===== src/rtl/lock_pkg.sv =====
package lock_pkg;

   // State of the code edit session.
   typedef enum logic {
      EDIT_IDLE = 1'b0,
      EDIT_OPEN = 1'b1
   } edit_e;

   // Maps the raw key level to a "pressed" flag for either polarity.
   function automatic logic key_is_pressed(input logic key, input bit active_low);
      return active_low ? ~key : key;
   endfunction

endpackage


===== src/rtl/lock_match.sv =====
module lock_match #(
   parameter int W    = 8,
   parameter int IMPL = 0   // 0: xor then nor reduction, 1: equality operator
) (
   input  logic [W-1:0] a_i,
   input  logic [W-1:0] b_i,
   output logic         eq_o
);

   generate
      if (IMPL == 0) begin : g_xor
         logic [W-1:0] diff;
         assign diff = a_i ^ b_i;
         assign eq_o = ~|diff;
      end else begin : g_eq
         assign eq_o = (a_i == b_i);
      end
   endgenerate

endmodule


===== src/rtl/lock_code_store.sv =====
module lock_code_store
   import lock_pkg::*;
#(
   parameter int             W        = 8,
   parameter logic [W-1:0]   DEF_CODE = 8'h55
) (
   input  logic         clk,
   input  logic         rst,
   input  logic         load_i,
   input  logic [W-1:0] sw_i,
   output logic [W-1:0] code_o,
   output logic         open_o
);

   logic [W-1:0] code_q;
   edit_e        edit_q;

   always_ff @(posedge clk) begin
      if (rst) begin
         code_q <= DEF_CODE;
         edit_q <= EDIT_IDLE;
      end else begin
         if (load_i) begin
            code_q <= sw_i;
         end
         edit_q <= load_i ? EDIT_OPEN : EDIT_IDLE;
      end
   end

   assign code_o = code_q;
   assign open_o = (edit_q == EDIT_OPEN);

endmodule


===== src/rtl/lock_flags.sv =====
module lock_flags (
   input  logic rst,
   input  logic eq_i,
   input  logic pressed_i,
   input  logic open_i,
   output logic load_o,
   output logic match_o,
   output logic chg_o
);

   logic allow;

   always_comb begin
      allow   = eq_i | open_i;
      load_o  = pressed_i & allow;
      match_o = ~rst & eq_i;
      chg_o   = ~rst & load_o;
   end

endmodule


===== src/rtl/combo_lock.sv =====
module combo_lock
   import lock_pkg::*;
#(
   parameter int                  CODE_W         = 8,
   parameter logic [CODE_W-1:0]   DEFAULT_CODE   = 8'h55,
   parameter bit                  KEY_ACTIVE_LOW = 1'b1,
   parameter int                  MATCH_IMPL     = 0
) (
   input  logic              clk,
   input  logic              rst,
   input  logic [CODE_W-1:0] sw_i,
   input  logic              key_i,
   output logic [CODE_W-1:0] code_o,
   output logic              match_o,
   output logic              chg_o
);

   generate
      if (CODE_W < 1) begin : g_bad_width
         $error("combo_lock: CODE_W must be at least 1");
      end
      if (MATCH_IMPL != 0 && MATCH_IMPL != 1) begin : g_bad_impl
         $error("combo_lock: MATCH_IMPL must be 0 or 1");
      end
   endgenerate

   logic eq;
   logic pressed;
   logic open_s;
   logic load;

   assign pressed = key_is_pressed(key_i, KEY_ACTIVE_LOW);

   lock_match #(
      .W    (CODE_W),
      .IMPL (MATCH_IMPL)
   ) u_match (
      .a_i  (sw_i),
      .b_i  (code_o),
      .eq_o (eq)
   );

   lock_flags u_flags (
      .rst       (rst),
      .eq_i      (eq),
      .pressed_i (pressed),
      .open_i    (open_s),
      .load_o    (load),
      .match_o   (match_o),
      .chg_o     (chg_o)
   );

   lock_code_store #(
      .W        (CODE_W),
      .DEF_CODE (DEFAULT_CODE)
   ) u_store (
      .clk    (clk),
      .rst    (rst),
      .load_i (load),
      .sw_i   (sw_i),
      .code_o (code_o),
      .open_o (open_s)
   );

endmodule


===== config.mk =====
export PLATFORM = sky130hd
export DESIGN_NAME = combo_lock
export DESIGN_NICKNAME = d
export VERILOG_FILES = /design/src/rtl/lock_pkg.sv /design/src/rtl/lock_match.sv /design/src/rtl/lock_code_store.sv /design/src/rtl/lock_flags.sv /design/src/rtl/combo_lock.sv
export SDC_FILE = /design/constraint.sdc
export NUM_CORES = 1
export LEC_CHECK = 0
export ABC_AREA = 1
export BUFFER_PORTS_ARGS = -buffer_cell sky130_fd_sc_hd__buf_2
export CORE_MARGIN = 1
export CORE_UTILIZATION = 41
export DETAILED_ROUTE_END_ITERATION = 16
export GPL_TIMING_DRIVEN = 0
export MAX_ROUTING_LAYER = met4
export PLACE_DENSITY = 0.83
export SKIP_LAST_GASP = 1
export SLEW_MARGIN = 20
export SYNTH_ARGS = -nofsm -noshare
export SYNTH_HDL_FRONTEND = slang
export SYNTH_SLANG_ARGS = --single-unit

===== constraint.sdc =====
create_clock -name clk -period 1.1 [get_ports clk]
set_clock_uncertainty 0.05 [all_clocks]
set_input_delay 0.055 -clock clk [delete_from_list [all_inputs] [get_ports clk]]
set_output_delay 0.055 -clock clk [all_outputs]
set_load 0.1 [all_outputs]

Word-level counts from Yosys, hierarchy flattened

Cells that the tools add are included.

Bits in registers: 9
Bits of input ports: 11
Output and inout bits: 10
Logic and storage cells: 12

Multiplexer cells: 1
Bitwise gates (word level): 7
Reductions and logical operators: 2

Operator list:

| cell            | count |
|---|---|
| $reduce_or 8->1 | 1 |
| $xor 8x8->8     | 1 |
| $and 1x1->1     | 3 |
| $not 1->1       | 2 |
| $logic_not 1->1 | 1 |
| $mux 1          | 1 |
| $or 1x1->1      | 1 |

Logic depth before layout (Yosys ltp)

Gate-level depths: netlist of the first run.

Depth in word-level cells: 6
Depth in mapped cells: 11
Gate-level depth less buffers: 10

Cells and area by module

Synthesis of the first run repeated with hierarchy kept, for this count alone.

Cells, all modules: 96
Area total of the unflattened synthesis: 528.0 um2

By module, submodules not included:

| module          | times used | cells an instance | area an instance (um2) | seq. area each (um2) |
|---|---|---|---|---|
| lock_code_store | 1          | 45                | 327.8                  | 180.2 |
| lock_match      | 1          | 44                | 165.2                  | 0.0 |
| lock_flags      | 1          | 6                 | 31.3                   | 0.0 |
| combo_lock      | 1          | 1                 | 3.8                    | 0.0 |

Worst setup path before layout of the first run

No wires, ideal clock.

Path kind: reg2out
Start point: register u_store.code_q[1], in the netlist u_store.code_o[1]
End point: output port chg_o
Arrival: 2.861 ns
Data required time: 0.995 ns
Slack: -1.866 ns
Stages on the path, launching flop included: 8
Path buffers: 0
Path through: dfxtp_1 > xnor2_1 > nand2_1 > nor2_2 > nand2_2 > nand2_4 > nand2_1 > nor2_1

Cells in the longest elaborated chain, start to end: 6

Ends and longest elaborated chain:

| item                   | RTL line              | source |
|---|---|---|
| start, declared        | lock_code_store.sv:15 | `logic [W-1:0] code_q;` |
| start signal, assigned | lock_code_store.sv:24 | `code_q <= sw_i;` |
| $xor 8x8->8            | lock_match.sv:13      | `assign diff = a_i ^ b_i;` |
| $reduce_or 8->1        | lock_match.sv:14      | `assign eq_o = ~\|diff;` |
| $logic_not 1->1        | lock_match.sv:14      |  |
| $or 1x1->1             | lock_flags.sv:14      | `allow = eq_i \| open_i;` |
| $and 1x1->1            | lock_flags.sv:15      | `load_o = pressed_i & allow;` |
| $and 1x1->1            | lock_flags.sv:17      | `chg_o = ~rst & load_o;` |
| end, declared          | combo_lock.sv:15      | `output logic chg_o` |

Every way passes these cells.

Worst setup path in the final report of the first run

Start point: register u_store.code_q[3], in the netlist u_store.code_o[3]
End point: output port chg_o

The elaborated chain is that of the path after synthesis.

==> impl_metrics.tcl, run 1 <==
set metrics [dict create \
    status "complete, but fails checks" \
    violations "negative hold slack, negative setup slack" \
    grt_pass1_wl_um 2187 \
    synth.net_count 95 \
    final_antenna_net_count 0 \
    die_w_um 38.73 \
    final_cell_area_um2 988.4 \
    slew_headroom_pct 67.95 \
    die_h_um 38.73 \
    crit_path_end_kind "output port" \
    power_density_mw_per_mm2 701.0 \
    avgSynthCellArea_um2 6.584 \
    rr_worst_depth 12 \
    place.gp.congestion 0.6731 \
    tightest_slew_ps 484.0 \
    ir_worst_vdd_uv 565.1 \
    clk_path_buf_depth 2 \
    setup_ws_ps -482.7 \
    synth-seq-cells 9 \
    final_nets 132 \
    post_dp_cell_area_um2 723.2 \
    syn_to_final_growth_pct 78.73 \
    min-delay-start "sw_i[4]" \
    insertion_delay_ps 270 \
    p_comb_share_pct 16.8 \
    final_cells 134 \
    rsz0062_at_grt "true" \
    rows 12 \
    power.static_leakage_nw 0.5059 \
    dp.cells 118 \
    grt_use_met1_pct 24.13 \
    final_common_cell "nand2_1" \
    io_buffers 20 \
    drc 0 \
    hold_violations 1 \
    p_switching_w 0.0001968 \
    worstHoldPathType "in -> reg" \
    finalCriticalPeriod_ps 1583 \
    top_usage_layer "met2" \
    swShare_pct 28.40 \
    antenna_found_initial 0 \
    regToRegSetupSlack_ps -430 \
    final_layout_size_suffix_gt1_share_pct 58.33 \
    wire_per_inst_um 11.51 \
    finalSetupViolations 12 \
    use_met3_pct 5.202 \
    fillers 84 \
    cts_sinks 9 \
    critPathKind "reg -> out" \
    hold_end "u_store.code_o[4]$_SDFFE_PP1P_" \
    root_buffer "clkbuf_4" \
    routed_via_density 4.828 \
    crit_path_start_kind "flop" \
    rr_startpoint "u_store.code_o[4]$_SDFFE_PP1P_" \
    num_io_pins 21 \
    cts_tree "yes" \
    seq_power_share_pct 44.6 \
    grt_pass1_vias 526 \
    num_vias 647 \
    n_antenna_cell 0 \
    drv_slew 0 \
    grt_use_met2_pct 39.58 \
    clkTransAtPathRegs_ps 70 \
    crit_arrival_ps 1480 \
    yosysWarningCount 0 \
    syn-cell-area_um2 553.0 \
    ff_latch_area_um2 210.2 \
    layout_common_cells "24 x nand2_1, 11 x inv_1, 11 x buf_2, 11 x buf_4" \
    cts_buffers 3 \
    drv_cap 0 \
    holdWs_ps -1.925 \
    htree_levels 1 \
    clock.fmax_mhz 631.8 \
    synth_cell_types 15 \
    intPower_w 0.0004961 \
    drt_iter0_markers 13 \
    crit_fanout 4 \
    netlist_instances 84 \
    multiInputGateArea_um2 367.9 \
    cp.required_ps 1000 \
    min_delay_path_depth 3 \
    dieArea_mm2 0.001500 \
    grt_overflow 0 \
    r2r-end "u_store.code_o[3]$_SDFFE_PP0P_" \
    p_clk_share_pct 38.6 \
    first_pass_iters 4 \
    period_share_pct 143.9 \
    start_util_pct 46.62 \
    grt_max_degree 11 \
    dp.final_hpwl_um 872.4 \
    grt_usage_pct 22.70 \
    core-area_mm2 0.001186 \
    wl_um 1543 \
    yosysSeqAreaShare_pct 32.58 \
]
-- Yosys cell counts (all sizes together) --
| cell type | n | area (um^2) |
|---|---|---|
| a21oi | 4 | 27.53 |
| clkbuf | 1 | 13.76 |
| buf | 1 | 15.01 |
| dfxtp | 9 | 180.2 |
| xnor2 | 3 | 26.28 |
| nand2 | 30 | 125.1 |
| nand3 | 12 | 70.07 |
| nor2 | 9 | 38.79 |
| inv | 15 | 56.30 |
-- how the worst max path moves through the flow --
stage / from / end / slack (ps) / cells past startpoint
finish: u_store.code_o[3]$_SDFFE_PP0P_ / chg_o / -480 / 10
global route: u_store.code_o[3]$_SDFFE_PP0P_ / chg_o / -550 / 10
CTS: u_store.code_o[5]$_SDFFE_PP0P_ / chg_o / -440 / 8
detailed placement: u_store.code_o[5]$_SDFFE_PP0P_ / chg_o / -490 / 8
global placement: u_store.code_o[5]$_SDFFE_PP0P_ / chg_o / -450 / 8
floorplan: u_store.code_o[1]$_SDFFE_PP0P_ / chg_o / -600 / 7
-- logic make-up (layout without fill, tap and decap cells) --
| kind of cell | Yosys count | in the layout | share of synthesized area [%] |
|---|---|---|---|
| XOR/XNOR | 3 | 3 | 4.752 |
| buffers and inverters | 17 | 53 | 15.38 |
| AND/OR/NAND/NOR | 51 | 51 | 42.31 |
| flip-flops | 9 | 9 | 32.58 |
| AO/OA/AOI/OAI | 4 | 4 | 4.978 |
-- worst max-delay path, cell delays in order (launching register included) --
cell and delay (ps):
dfxtp_4 350, inv_2 50, nand2_2 40, nand2_2 60
nand2_2 60, nor2_2 120, nand2_2 90, nand2_4 80
nand2_4 60, nor2_4 120, buf_12 180
-- cell type report --
cell class	count	share of cell area, %
Buffer	2	2.911
Clock buffer	4	2.658
Inverter	15	5.696
Multi-Input combinational cell	58	37.22
Sequential cell	9	21.27
Tap cell	14	1.772
Timing Repair Buffer	32	28.48
-- state kept, by name (all words and copies together), names as in the netlist --
name            flops
u_store.code_o      8
u_store.open_o      1
-- what timing repair did --
action,CTS,global route
setup buffers,6,3
endpoints found under the hold margin,1,1
endpoints found under the setup margin,19,12
gates resized for setup,21,14
pin swaps,11,14
gates cloned,1,0
hold buffers,1,1
-- power groups by stage --
stage / clock network [W] / registers (W) / logic (W)
6_report: 0.000268 / 0.000309 / 0.000116
5_1_grt: 0.000293 / 0.000309 / 0.000126
2_1_floorplan: 0 / 0.000324 / 0.0000499
4_1_cts: 0.000271 / 0.000309 / 0.000106
3_3_place_gp: 0 / 0.000316 / 0.0000905
3_5_place_dp: 0 / 0.000316 / 0.0000934
-- through the flow --
stage	power [W]	setup TNS, ps	hold slack [ps]	utilization, %	worst slack, ps
after global placement	0.0004067	-2025	270.5	60.97	-450.0
after CTS	0.0006857	-3622	4.001	77.43	-438.1
final	0.0006929	-4356	-1.925	83.33	-482.7
after floorplan	0.0003735	-3790	77.38	-	-599.6
after global routing	0.0007276	-5135	4.384	83.33	-551.5
after detailed placement	0.0004097	-2451	277.5	60.97	-494.1
-- routing by layer --
metal,share of wire [%],vias up
li1,-,327
met1,39,296
met2,56,22
met3,4.3,2
met4,1.1,0
met5,0,-
(Power assumes the default switching activity.)
==> run 2: changes to the inputs <==
--- a/config.mk
+++ b/config.mk
@@ -13,6 +13,7 @@
 export GPL_TIMING_DRIVEN = 0
 export MAX_ROUTING_LAYER = met4
 export PLACE_DENSITY = 0.83
+export SETUP_SLACK_MARGIN = 0.3
 export SKIP_LAST_GASP = 1
 export SLEW_MARGIN = 20
 export SYNTH_ARGS = -nofsm -noshare
==> run 2 against run 1 <==
The flow still finishes with violations (negative hold slack, negative setup slack). Register-to-register slack worse by 40 ps. Flip-flop and latch count stayed put. Combinational power increased by 5%. Clock power rose by 3%. Sequential share of layout area decreased by 2.3 points. Utilization up 10 points. Cell area is 12% higher. Wire length grew 34%. Highest routed layer unchanged. Maximum frequency fell by 3.0%. Largest cell class is now buffers. Non-clock buffer count up 2. Cell count grew 1.5%. Critical endpoint unchanged. Clock-buffer cell count is the same.
==> impl_metrics.tcl, run 2 (synthesized netlist as in run 1, its figures left out) <==
set metrics [dict create \
    rsz0062_at_grt "true" \
    layout_common_cells "21 x nand2_1, 11 x inv_1, 10 x buf_2, 10 x buf_12, 9 x nand3_1" \
    antenna_found_initial 0 \
    final_antenna_net_count 0 \
    cts_tree "yes" \
    drc 0 \
    p_switching_w 0.0002113 \
    io_buffers 20 \
    largest_reg_flops 8 \
    status "complete, but fails checks" \
    wl_um 2072 \
    cts_sinks 9 \
    fillers 42 \
    num_vias 697 \
    final_nets 134 \
    core-area_mm2 0.001186 \
    ir_worst_vdd_uv 625.1 \
    fin_setup_tns_ps -4780 \
    crit_path_start_kind "flop" \
    drv_slew 0 \
    routed_via_density 5.125 \
    slew_headroom_pct 80.42 \
    seq_power_share_pct 43.6 \
    worstHoldPathType "in -> reg" \
    grt_usage_pct 29.03 \
    htree_levels 1 \
    final_layout_size_suffix_gt1_share_pct 59.02 \
    critPathSlowestCell "dfxtp_4" \
    die_w_um 38.73 \
    crit_fanout 4 \
    tightest_slew_ps 293.4 \
    insertion_delay_ps 280 \
    clkTransAtPathRegs_ps 70 \
    p_comb_share_pct 17.2 \
    swShare_pct 29.85 \
    intPower_w 0.0004967 \
    die_h_um 38.73 \
    n_antenna_cell 0 \
    violations "negative hold slack, negative setup slack" \
    grt_pass1_wl_um 2697 \
    power.static_leakage_nw 0.5553 \
    rr_startpoint "u_store.code_o[4]$_SDFFE_PP1P_" \
    power_density_mw_per_mm2 639.4 \
    dp.final_hpwl_um 872.4 \
    critPathKind "reg -> out" \
    p_clk_share_pct 39.2 \
    grt_pass1_vias 632 \
    worstSetupStartpoint "u_store.code_o[4]$_SDFFE_PP1P_" \
    multiInputGateArea_um2 362.8 \
    ff_latch_area_um2 210.2 \
    final_common_cell "nand2_1" \
    root_buffer "clkbuf_4" \
    first_pass_iters 4 \
    grt_max_degree 11 \
    crit_arrival_ps 1530 \
    rows 12 \
    finalSetupViolations 11 \
    crit_chain "inv_2 > nand2_2 > nand2_1 > nand2_1 > nor2_2 > nand2_2 > nand2_4 > nand2_4 > nor2_4 > buf_12" \
    wire_per_inst_um 15.24 \
    grt_overflow 0 \
    cp.required_ps 1000 \
    holdWs_ps -2.443 \
    start_util_pct 46.62 \
    place.gp.congestion 0.6731 \
    clock.fmax_mhz 612.8 \
    min-delay-start "sw_i[0]" \
    cts_buffers 3 \
    period_share_pct 148.4 \
    clk_path_buf_depth 2 \
    hold_violations 1 \
    syn_to_final_growth_pct 100.2 \
    drt_iter0_markers 13 \
    dieArea_mm2 0.001500 \
    drv_cap 0 \
    num_io_pins 21 \
    crit_path_end_kind "output port" \
    finalCriticalPeriod_ps 1632 \
    setup_ws_ps -531.9 \
    slowest_delay_ps 370 \
]
==> run 2: cell count changes in the layout (fill, tap and decap cells not counted), sizes merged <==
cell	change
dlygate4sd3	-1
bufbuf	+1
buf	+2
==> run 2: through the flow <==
| step | setup slack, ps | total power (W) | utilization [%] | cell area, um^2 | std cells |
|---|---|---|---|---|---|
| finish | -531.9 | 0.0007081 | 93.35 | 1107 | 136 |
| CTS | -438.1 | 0.0006891 | 87.24 | 1035 | 133 |
| global route | -601.7 | 0.0007309 | 93.35 | 1107 | 136 |
| global placement | -450.0 | 0.0004067 | 60.97 | 723.2 | 118 |
| detailed placement | -494.1 | 0.0004097 | 60.97 | 723.2 | 118 |
| floorplan | -599.6 | 0.0003735 | - | 605.6 | 84 |
==> run 2: timing repair <==
item | in CTS | in global routing
setup endpoints to repair | 19 | 19
resized for setup | 44 | 17
pin swaps | 11 | 11
setup buffers | 9 | 3
hold buffers | 1 | 0
endpoints found under the hold margin | 1 | 0
cloned | 1 | 0
==> run 2: power by group through the flow <==
| stage | Clock (W) | Sequential (W) | Combinational, W |
|---|---|---|---|
| 6_report | 0.000277 | 0.000309 | 0.000122 |
| 5_1_grt | 0.000292 | 0.000309 | 0.000130 |
| 4_1_cts | 0.000271 | 0.000309 | 0.000109 |
| 3_5_place_dp | 0 | 0.000316 | 0.0000934 |
| 3_3_place_gp | 0 | 0.000316 | 0.0000905 |
| 2_1_floorplan | 0 | 0.000324 | 0.0000499 |
==> run 2: path summary, 6_finish.rpt <==
check                           cells past startpoint                             end  slack [ps]
worst min-delay path                                3  u_store.code_o[0]$_SDFFE_PP1P_          -2
worst max register to register                     11  u_store.code_o[4]$_SDFFE_PP1P_        -470
worst max-delay path                               10                           chg_o        -530
worst min register to register                      2  u_store.code_o[2]$_SDFFE_PP1P_         460
==> run 2: per-layer routing <==
layer	vias up	part of all wire (%)	global-route usage (%)
li1	330	-	-
met1	319	37	26.06
met2	35	53	57.50
met3	13	4.5	5.202
met4	0	5.2	12.93
met5	-	0	-
==> run 2: layout make-up <==
type | instances | area share (%)
Sequential cell | 9 | 18.98
Tap cell | 14 | 1.582
Timing Repair Buffer | 34 | 36.61
Buffer | 2 | 2.599
Clock buffer | 4 | 2.373
Multi-Input combinational cell | 58 | 32.77
Inverter | 15 | 5.085
==> run 2: critical path, delay by kind of cell (launching register included) <==
| family | cells | cell delay, ps |
|---|---|---|
| AND/OR/NAND/NOR | 8 | 650 |
| flip-flops | 1 | 370 |
| buffers and inverters | 2 | 240 |
